File: src/rtl/at_esc_pkg.sv
// Shared types for the timed escape-sequence detector.
package at_esc_pkg;
    typedef enum logic [1:0] {
        ESC_HUNT    = 2'd0,
        ESC_COLLECT = 2'd1,
        ESC_POST    = 2'd2
    } esc_state_e;
endpackage

File: src/rtl/esc_idle_timer.sv
// Idle timer: counts baud ticks since the most recent received byte.
// Assumes baud_tick and byte_vld are single-cycle pulses in the clk domain.
// Saturates at the all-ones value so long silences never wrap to zero.
module esc_idle_timer #(
    parameter int TW = 16
) (
    input  logic          clk,
    input  logic          rst_n,
    input  logic          baud_tick,
    input  logic          byte_vld,
    output logic [TW-1:0] idle_cnt
);
    localparam logic [TW-1:0] IDLE_MAX = {TW{1'b1}};

    // Clear on every byte, otherwise count ticks up to saturation.
    always_ff @(posedge clk) begin
        if (!rst_n)
            idle_cnt <= '0;
        else if (byte_vld)
            idle_cnt <= '0;
        else if (baud_tick && idle_cnt != IDLE_MAX)
            idle_cnt <= idle_cnt + 1'b1;
    end


    idle_monotone_chk: assert property (@(posedge clk) disable iff (!rst_n)
        !byte_vld |=> idle_cnt >= $past(idle_cnt));


    idle_cleared_chk: assert property (@(posedge clk) disable iff (!rst_n)
        byte_vld |=> idle_cnt == '0);
endmodule

File: src/rtl/esc_seq_ctrl.sv
// Sequencer: hunts for a guarded first character, collects the run of
// identical characters under the gap limit, then waits out the post-idle
// guard before pulsing det_pulse. Assumes idle_cnt is the tick count since
// the last byte, as seen in the same cycle as byte_vld.
module esc_seq_ctrl
    import at_esc_pkg::*;
#(
    parameter int CW = 8,
    parameter int NW = 8,
    parameter int TW = 16
) (
    input  logic          clk,
    input  logic          rst_n,
    input  logic          byte_vld,
    input  logic [CW-1:0] byte_data,
    input  logic [TW-1:0] idle_cnt,
    input  logic [CW-1:0] cfg_char,
    input  logic [NW-1:0] cfg_num,
    input  logic [TW-1:0] cfg_pre,
    input  logic [TW-1:0] cfg_gap,
    input  logic [TW-1:0] cfg_post,
    output logic          det_pulse,
    output logic          seq_busy,
    output logic [NW-1:0] seq_cnt
);
    localparam logic [NW-1:0] ONE = NW'(1);

    esc_state_e    st_q, st_d;
    logic [NW-1:0] cnt_q, cnt_d;
    logic          det_d;
    logic [NW-1:0] eff_num;
    logic          is_char, gap_expired, pre_ok, post_done, hunting;

    // Guard comparisons and the effective required count.
    always_comb begin
        eff_num     = (cfg_num == '0) ? ONE : cfg_num;
        is_char     = (byte_data == cfg_char);
        gap_expired = (idle_cnt > cfg_gap);
        pre_ok      = (idle_cnt >= cfg_pre);
        post_done   = (idle_cnt >= cfg_post);
        hunting     = (st_q == ESC_HUNT) || (st_q == ESC_COLLECT && gap_expired);
    end

    // Next-state decision for the sequence search.
    always_comb begin
        st_d  = st_q;
        cnt_d = cnt_q;
        det_d = 1'b0;
        if (st_q == ESC_POST) begin
            if (byte_vld) begin
                st_d  = ESC_HUNT;
                cnt_d = '0;
            end else if (post_done) begin
                det_d = 1'b1;
                st_d  = ESC_HUNT;
                cnt_d = '0;
            end
        end else if (hunting) begin
            if (byte_vld && is_char && pre_ok) begin
                cnt_d = ONE;
                st_d  = (eff_num == ONE) ? ESC_POST : ESC_COLLECT;
            end else begin
                cnt_d = '0;
                st_d  = ESC_HUNT;
            end
        end else if (byte_vld) begin
            if (is_char) begin
                cnt_d = cnt_q + ONE;
                if (cnt_q + ONE >= eff_num)
                    st_d = ESC_POST;
            end else begin
                cnt_d = '0;
                st_d  = ESC_HUNT;
            end
        end
    end

    // State, count and pulse registers.
    always_ff @(posedge clk) begin
        if (!rst_n) begin
            st_q      <= ESC_HUNT;
            cnt_q     <= '0;
            det_pulse <= 1'b0;
        end else begin
            st_q      <= st_d;
            cnt_q     <= cnt_d;
            det_pulse <= det_d;
        end
    end

    assign seq_busy = (st_q != ESC_HUNT);
    assign seq_cnt  = cnt_q;


    det_single_chk: assert property (@(posedge clk) disable iff (!rst_n)
        det_pulse |=> !det_pulse);


    det_after_post_chk: assert property (@(posedge clk) disable iff (!rst_n)
        det_pulse |-> $past(st_q == ESC_POST) && !$past(byte_vld));


    post_cancel_chk: assert property (@(posedge clk) disable iff (!rst_n)
        (st_q == ESC_POST && byte_vld) |=> (!det_pulse && st_q == ESC_HUNT));


    mismatch_drop_chk: assert property (@(posedge clk) disable iff (!rst_n)
        (st_q == ESC_COLLECT && byte_vld && !is_char) |=> (cnt_q == '0 && !seq_busy));


    cnt_bound_chk: assert property (@(posedge clk) disable iff (!rst_n)
        cnt_q <= eff_num);


    busy_cnt_chk: assert property (@(posedge clk) disable iff (!rst_n)
        seq_busy |-> cnt_q != '0);
endmodule

File: src/rtl/at_esc_detect.sv
// Top of the timed escape-sequence detector. Joins the idle timer to the
// sequencer. Assumes all inputs are synchronous to clk and that the
// configuration is held stable while a sequence is in progress.
module at_esc_detect #(
    parameter int CW = 8,
    parameter int NW = 8,
    parameter int TW = 16
) (
    input  logic          clk,
    input  logic          rst_n,
    input  logic          baud_tick,
    input  logic          rx_vld,
    input  logic [CW-1:0] rx_data,
    input  logic [CW-1:0] cfg_char,
    input  logic [NW-1:0] cfg_num,
    input  logic [TW-1:0] cfg_pre_idle,
    input  logic [TW-1:0] cfg_gap,
    input  logic [TW-1:0] cfg_post_idle,
    output logic          esc_det,
    output logic          esc_busy,
    output logic [NW-1:0] esc_matched
);
    logic [TW-1:0] idle_cnt;

    esc_idle_timer #(.TW(TW)) timer_i (
        .clk       (clk),
        .rst_n     (rst_n),
        .baud_tick (baud_tick),
        .byte_vld  (rx_vld),
        .idle_cnt  (idle_cnt)
    );

    esc_seq_ctrl #(.CW(CW), .NW(NW), .TW(TW)) ctrl_i (
        .clk       (clk),
        .rst_n     (rst_n),
        .byte_vld  (rx_vld),
        .byte_data (rx_data),
        .idle_cnt  (idle_cnt),
        .cfg_char  (cfg_char),
        .cfg_num   (cfg_num),
        .cfg_pre   (cfg_pre_idle),
        .cfg_gap   (cfg_gap),
        .cfg_post  (cfg_post_idle),
        .det_pulse (esc_det),
        .seq_busy  (esc_busy),
        .seq_cnt   (esc_matched)
    );


    reset_quiet_chk: assert property (@(posedge clk)
        !$past(rst_n) |-> (!esc_det && !esc_busy && esc_matched == '0));
endmodule

File: config.mk
export PLATFORM = sky130hd
export DESIGN_NAME = at_esc_detect
export DESIGN_NICKNAME = d
export VERILOG_FILES = /design/src/rtl/at_esc_pkg.sv /design/src/rtl/esc_idle_timer.sv /design/src/rtl/esc_seq_ctrl.sv /design/src/rtl/at_esc_detect.sv
export SDC_FILE = /design/constraint.sdc
export NUM_CORES = 1
export LEC_CHECK = 0
export BUFFER_PORTS_ARGS = -buffer_cell sky130_fd_sc_hd__buf_4
export CORE_MARGIN = 5
export CORE_UTILIZATION = 53
export DETAILED_ROUTE_END_ITERATION = 16
export PLACE_DENSITY = 0.92
export RECOVER_POWER = 25
export SLEW_MARGIN = 5
export SYNTH_ARGS = -nofsm -noshare
export SYNTH_HDL_FRONTEND = slang
export SYNTH_SLANG_ARGS = --single-unit
File: constraint.sdc
create_clock -name clk -period 2.56 [get_ports clk]
set_input_delay 0.512 -clock clk [delete_from_list [all_inputs] [get_ports clk]]
set_output_delay 0.512 -clock clk [all_outputs]
set_load 0.005 [all_outputs]
# Yosys cells after proc, flatten, opt, wreduce, memory -nomap -nowiden
# Index checks and enable logic that the tools add are counted.
[op_classes]
addsub = 2
reduce_logical = 13
n_eq_ne = 7
order_cmp = 4
n_mux = 18
bitwise_logic = 2
[op_table]
columns = ["op", "count"]
rows = [
  ["8-bit two-way mux", 7],
  ["16-bit >= comparator", 2],
  ["2-bit two-way mux", 9],
  ["16-bit by 1-bit adder with 16-bit output, second input constant", 1],
  ["16-bit greater-than comparator", 1],
  ["16-bit != test, second input constant", 1],
  ["8-bit by 1-bit adder with 8-bit output, second input constant", 1],
  ["8-bit by 1-bit equality test with 1-bit output, second input constant", 1],
  ["8-bit equality test", 1],
  ["8-bit >= comparator", 1],
  ["8-bit logical NOT", 1],
  ["1-bit logical AND", 4],
  ["4-bit != test, second input constant", 1],
  ["3-bit by 2-bit != test with 1-bit output, second input constant", 1],
  ["3-bit AND reduction", 1],
  ["3-bit nonzero test", 1],
  ["3-bit OR reduction", 1],
  ["2-bit by 1-bit equality test with 1-bit output, second input constant", 1],
  ["2-bit equality test, second input constant", 1],
  ["2-bit logical NOT", 1],
  ["1-bit two-way mux", 2],
  ["1-bit inverter", 2],
  ["2-bit AND reduction", 1],
  ["2-bit nonzero test", 1],
  ["2 further kinds", 2],
]
[word_totals]
ff_bits = 27
in_bits = 76
wordCells = 50

# Depth between registers and ports, before layout
[depth]
word_depth = 8
mapped_depth = 12
depth_no_buf = 12

# By module
# Synthesis repeated with hierarchy kept, for this count alone.
[hier_totals]
cells_unflattened = 372
hier_area_um2 = 2970.3
[by_module_without_submodules]
columns = ["module", "seq_area_each_um2", "n_inst", "area_per_inst_um2", "cells_per_inst"]
rows = [
  ["esc_seq_ctrl", 220.2, 1, 2105.8, 281],
  ["esc_idle_timer", 320.3, 1, 864.6, 91],
]

# Worst setup path after synthesis
# Ideal clock, no wire load.
[synth_path]
path_kind = "input-to-reg"
start = "input cfg_gap[1]"
end = "register ctrl_i.cnt_q[0] (netlist: ctrl_i.seq_cnt[0])"
required_time_ns = 2.440
path_slack_ns = 0.207
t_arrival_ns = 2.233
n_path_buf = 0
path_stages = 9
cell_sequence = "inv_1 ha_1 nor2b_4 o211ai_2 a2111oi_2 o41a_1 o21bai_4 and3b_2 a211o_1"
[synth_via]
elab_chain_cells = 5
[synth_lines]
columns = ["element", "line_no", "source"]
rows = [
  ["start, declared", "at_esc_detect.sv:17", "input logic [TW-1:0] cfg_gap,"],
  ["16-bit greater-than comparator (*)", "esc_seq_ctrl.sv:38", "gap_expired = (idle_cnt > cfg_gap);"],
  ["1-bit logical AND (*)", "esc_seq_ctrl.sv:41", "hunting = (st_q == ESC_HUNT) || (st_q == ESC_COLLECT && gap_expired);"],
  ["1-bit logical OR (*)", "esc_seq_ctrl.sv:41", ""],
  ["3-bit nonzero test (no source line) or 8-bit two-way mux (tied branches)", "n/a", ""],
  ["2-bit AND reduction (no source line) or 8-bit two-way mux (tied branches)", "n/a", ""],
  ["end signal, assigned", "esc_seq_ctrl.sv:86", "cnt_q <= cnt_d;"],
  ["end, declared", "esc_seq_ctrl.sv:29", "logic [NW-1:0] cnt_q, cnt_d;"],
]
# Every way passes the cells marked *; elsewhere a longest branch is shown, timed or not.
# A chain may end at the register's enable or synchronous reset.

# Worst setup path after layout
[layout_path]
start = "register ctrl_i.cnt_q[0] (netlist: ctrl_i.seq_cnt[0])"
end = "register ctrl_i.st_q[0]"
[layout_via]
elab_chain_cells = 4
[layout_lines]
columns = ["element", "line_no", "source"]
rows = [
  ["8-bit by 1-bit adder with 8-bit output", "esc_seq_ctrl.sv:69", "if (cnt_q + ONE >= eff_num)"],
  ["8-bit >= comparator", "esc_seq_ctrl.sv:69", ""],
  ["4-bit != test (no source line)", "n/a", ""],
  ["3-bit AND reduction (no source line)", "n/a", ""],
  ["end signal, assigned", "esc_seq_ctrl.sv:85", "st_q <= st_d;"],
  ["end, declared", "esc_seq_ctrl.sv:28", "esc_state_e st_q, st_d;"],
]
# Every way passes these cells.

==> results by stage <==
Timing:
- The count of final hold-check violations is 0.
- The number of max-slew violations in the final report came to 0.
- At the pin with the least slew margin, the transition time is between 0.3 and 0.4 ns.
- The fraction of the cycle the final worst path needs is 0.951.
- The post-layout worst setup margin is approximately 0.13 ns.
- The number of setup violations in the final report is 0.
- The tightest hold path in the finished design has a slack of 0.535 ns.
- Measured against its own limit, the worst slew margin works out to 0.734.
- The minimum clock period after layout is approximately 2.4 ns.
- The post-route setup TNS is 0 ns.
- The maximum clock skew at final layout is 0.00972 ns.
- Based on the critical path, the design can be clocked at up to 0.411 GHz.

Outcome:
- The run finished with clean final reports.

Global route:
- The via count of the first global-routing pass came to around 2,800.
- The total overflow left after global routing is 0.
- The first global-routing pass estimated 12.3 mm of wire.
- The met3 routing resource usage after global routing is 0.0317.
- The met2 routing resource usage after global routing is 0.373.
- Entering global routing, the biggest net connects 18 pins.
- In the global route stage, met1 resource usage came out at 0.249.
- The number of antenna violations at the first check in global routing is 0.
- In this run the most used layer during global routing was met2.
- For this run, the total global-route usage over all layers was measured as 0.209.

Floorplan:
- The area of the die is 0.00693 mm^2.
- The standard cell core area is 0.00517 mm^2.
- For this configuration, the core starts out at a cell density of 0.549.
- The number of top-level design ports is between 80 and 90.
- The width of the chip is 83.2 um.
- The number of core rows is 26.
- The vertical die dimension is 83.2 um.

Placed design:
- The worst setup slack before clock tree synthesis is -0.238 ns.
- The placement-stage cell area is 0.00361 mm^2.
- The count of buffers added on input and output ports is 85.
- Routability-driven placement finished with a final weighted congestion of 0.833.
- Once detailed placement completed, the half-perimeter wirelength came to roughly 6.3 mm.

Detailed routing:
- The residual DRC count is 0.
- The number of optimization iterations in the first detailed-route pass is 4.
- In this run the remaining antenna-violating nets after routing total 0.
- The number of violations reported at the end of detailed-routing iteration 0 is approximately 170.
- After detailed routing, the average wire length per cell comes to 14.6 um.
- For this block, the routed nets add up to between 7 and 8 mm of wire.
- The number of vias per cell after detailed routing is 5.58.
- The routed layout has between 2,000 and 3,000 vias.

Synth:
- Sorting the synthesized cells by how often they occur yields 58 x sky130_fd_sc_hd__ha_1, 58 x sky130_fd_sc_hd__inv_1, 27 x sky130_fd_sc_hd__dfxtp_1.
- The average instance area after synthesis is 8.07 um^2.
- The number of different library cells used by synthesis comes to 52.
- Summing every instance area after synthesis gives roughly 0.0028 mm^2.
- Of the synthesized area, sequential elements account for 0.190.
- The share of flip-flops with an asynchronous set or reset is 0.
- The net count after synthesis is 486.
- The share of Yosys cell area claimed by the top area cell type is 0.255.
- The number of warnings printed during yosys synthesis is 0.
- Yosys attributes the largest share of cell area to sky130_fd_sc_hd__ha_1 26%, sky130_fd_sc_hd__dfxtp_1 19%, sky130_fd_sc_hd__inv_1 7.7%, sky130_fd_sc_hd__xnor2_1 4.3%, sky130_fd_sc_hd__a21oi_1 3.5%.
- The number of enable-type register cells in the synthesized netlist is 0.
- Counting flops and latches in the post-synthesis netlist gives 27.
- The flip-flop cell with the highest count after synthesis is sky130_fd_sc_hd__dfxtp_1.
- After technology mapping, the gate count stands at roughly 350.
- The library cell with the largest summed area after synthesis is sky130_fd_sc_hd__ha_1.

Clocking:
- The clock passes through at most 2 buffers.
- The master cell of the clock root buffer is sky130_fd_sc_hd__clkbuf_8.
- The TritonCTS sink count is 27.
- The clock input transition at the sequential cells of the worst setup and hold paths is 0.11 ns.
- The clock buffer count from CTS is 3.
- The total number of H-tree levels is 1.
- The later pin in the worst-skew pair is clocked with a latency of 0.29 ns.
- The TritonCTS clock tree is built.

Layout:
- The count of fill cells added during filler insertion is 391.
- Relative to the synthesized area, the layout overhead comes to 29.9%.
- Summing all non-filler instances in the final layout gives an area of 0.00369 mm^2.
- Of the cells placed in the final design, the portion with a size suffix greater than 1 is 0.271.
- The post-route core utilization is 0.713.
- In the final design database the tool counted 581 nets.
- The number of antenna diodes in the final layout is 0.

Worst setup path:
- The worst endpoint required time is 2.79 ns.
- The largest fanout of any net on the critical path is 7.
- Tracing the worst setup path back leads to its startpoint at ctrl_i.seq_cnt[0].
- In this run the register-to-register setup slack is 0.13 ns.
- The nature of the critical path startpoint is a flip-flop.
- Following the worst setup path forward leads to its endpoint at ctrl_i.st_q[0].
- The reg-to-reg startpoint is ctrl_i.seq_cnt[0].
- The kind of capture point of the worst setup path is a flip-flop.
- The setup path with the least slack is of type flip-flop to flip-flop.
- The arrival time at the worst endpoint is about 2.7 ns.
- The number of cell instances on the worst register-to-register path is 11.
- The capture point of the worst reg-to-reg path is ctrl_i.st_q[0].

Power:
- The total power per unit cell area is 244 mW/mm^2.
- Across the VDD grid, the largest voltage drop is ~220 uV.
- In this run the static leakage power is between 1.5 and 2 nW.

Flow run:
- Max-cap violations in this run came to 0.

Hold path:
- The path category of the worst min-delay check is flip-flop to flip-flop.
==> cells in the final DEF, fill, tap and decap left out, drive strengths merged, types with 5 or more instances in the layout <==
cell,n
dfxtp,27
a22o,6
inv,58
buf,90
nand4,16
clkbuf,7
nand2,20
nand2b,6
ha,58
nor4,6
a21oi,20
nand3,13
o21ai,9
nor3,6
a21o,5
xnor2,14
nor2,25
xor2,10
==> per-layer routing <==
layer	share of wire	routed length, um
met4	0.026	195
met1	0.41	3100
met5	0	0
met2	0.51	3820
met3	0.054	402
==> power by group <==
group	leakage, nW	internal [mW]	switching (mW)
clock	0.0217	0.111	0.155
sequential	0.221	0.420	0.000971
combinational	1.69	0.124	0.0875
==> cell type report <==
| type | count | area (um^2) | share of cell area |
|---|---|---|---|
| inverter | 58 | 218 | 0.0590 |
| multi-input combinational | 263 | 2080 | 0.565 |
| tap | 70 | 87.6 | 0.0237 |
| clock buffer | 3 | 41.3 | 0.0112 |
| clock inverter | 1 | 7.51 | 0.00203 |
| sequential | 27 | 551 | 0.149 |
| timing repair buffer | 94 | 702 | 0.190 |
==> what timing repair did <==
action | in CTS | in global routing
gates resized for setup | 0 | 12
hold buffers | 0 | 0
endpoints found under the setup margin | 0 | 10
setup buffers | 0 | 0
==> per-stage QoR <==
stage          std cells  power, mW
2_1_floorplan        352      0.521
4_1_cts              516      0.897
6_report             516      0.899
5_1_grt              516      0.940
3_3_place_gp         512      0.630
3_5_place_dp         512      0.640
==> worst min path at each step <==
stage                                 start                end  slack (ns)  depth (start not counted)
after global placement    ctrl_i.seq_cnt[7]  ctrl_i.seq_cnt[7]        0.51                          1
final                     ctrl_i.seq_cnt[4]  ctrl_i.seq_cnt[4]        0.54                          1
after CTS                 ctrl_i.seq_cnt[7]  ctrl_i.seq_cnt[7]        0.56                          1
after floorplan           ctrl_i.seq_cnt[7]  ctrl_i.seq_cnt[7]        0.52                          1
after global routing      ctrl_i.seq_cnt[1]  ctrl_i.seq_cnt[1]        0.55                          1
after detailed placement  ctrl_i.seq_cnt[7]  ctrl_i.seq_cnt[7]        0.53                          1
==> kinds of logic (layout without fill, tap and decap cells) <==
logic type	Yosys count	in the layout	share of synthesized area
simple gates	114	114	0.218
xor+xnor	24	24	0.0740
fa+ha+maj	58	58	0.255
buf+inv	62	156	0.0850
flops	27	27	0.190
compound gates	65	65	0.169
mux	2	2	0.00881
==> worst max-delay path: stages, from the launching register on <==
cell	delay [ns]
sky130_fd_sc_hd__dfxtp_4	0.40
sky130_fd_sc_hd__ha_1	0.20
sky130_fd_sc_hd__nand3_1	0.12
sky130_fd_sc_hd__nor2_1	0.15
sky130_fd_sc_hd__xor2_1	0.22
sky130_fd_sc_hd__ha_1	0.28
sky130_fd_sc_hd__a21o_1	0.19
sky130_fd_sc_hd__nand2_1	0.07
sky130_fd_sc_hd__nand4b_1	0.10
sky130_fd_sc_hd__a31o_2	0.26
sky130_fd_sc_hd__nor4_1	0.23
sky130_fd_sc_hd__o21a_1	0.16
==> state kept, by name (all words and copies together), names as in the netlist <==
register,cells
ctrl_i.seq_cnt,8
ctrl_i.st_q,2
ctrl_i.det_pulse,1
timer_i.idle_cnt,16
Power figures use the tool's default switching activity.
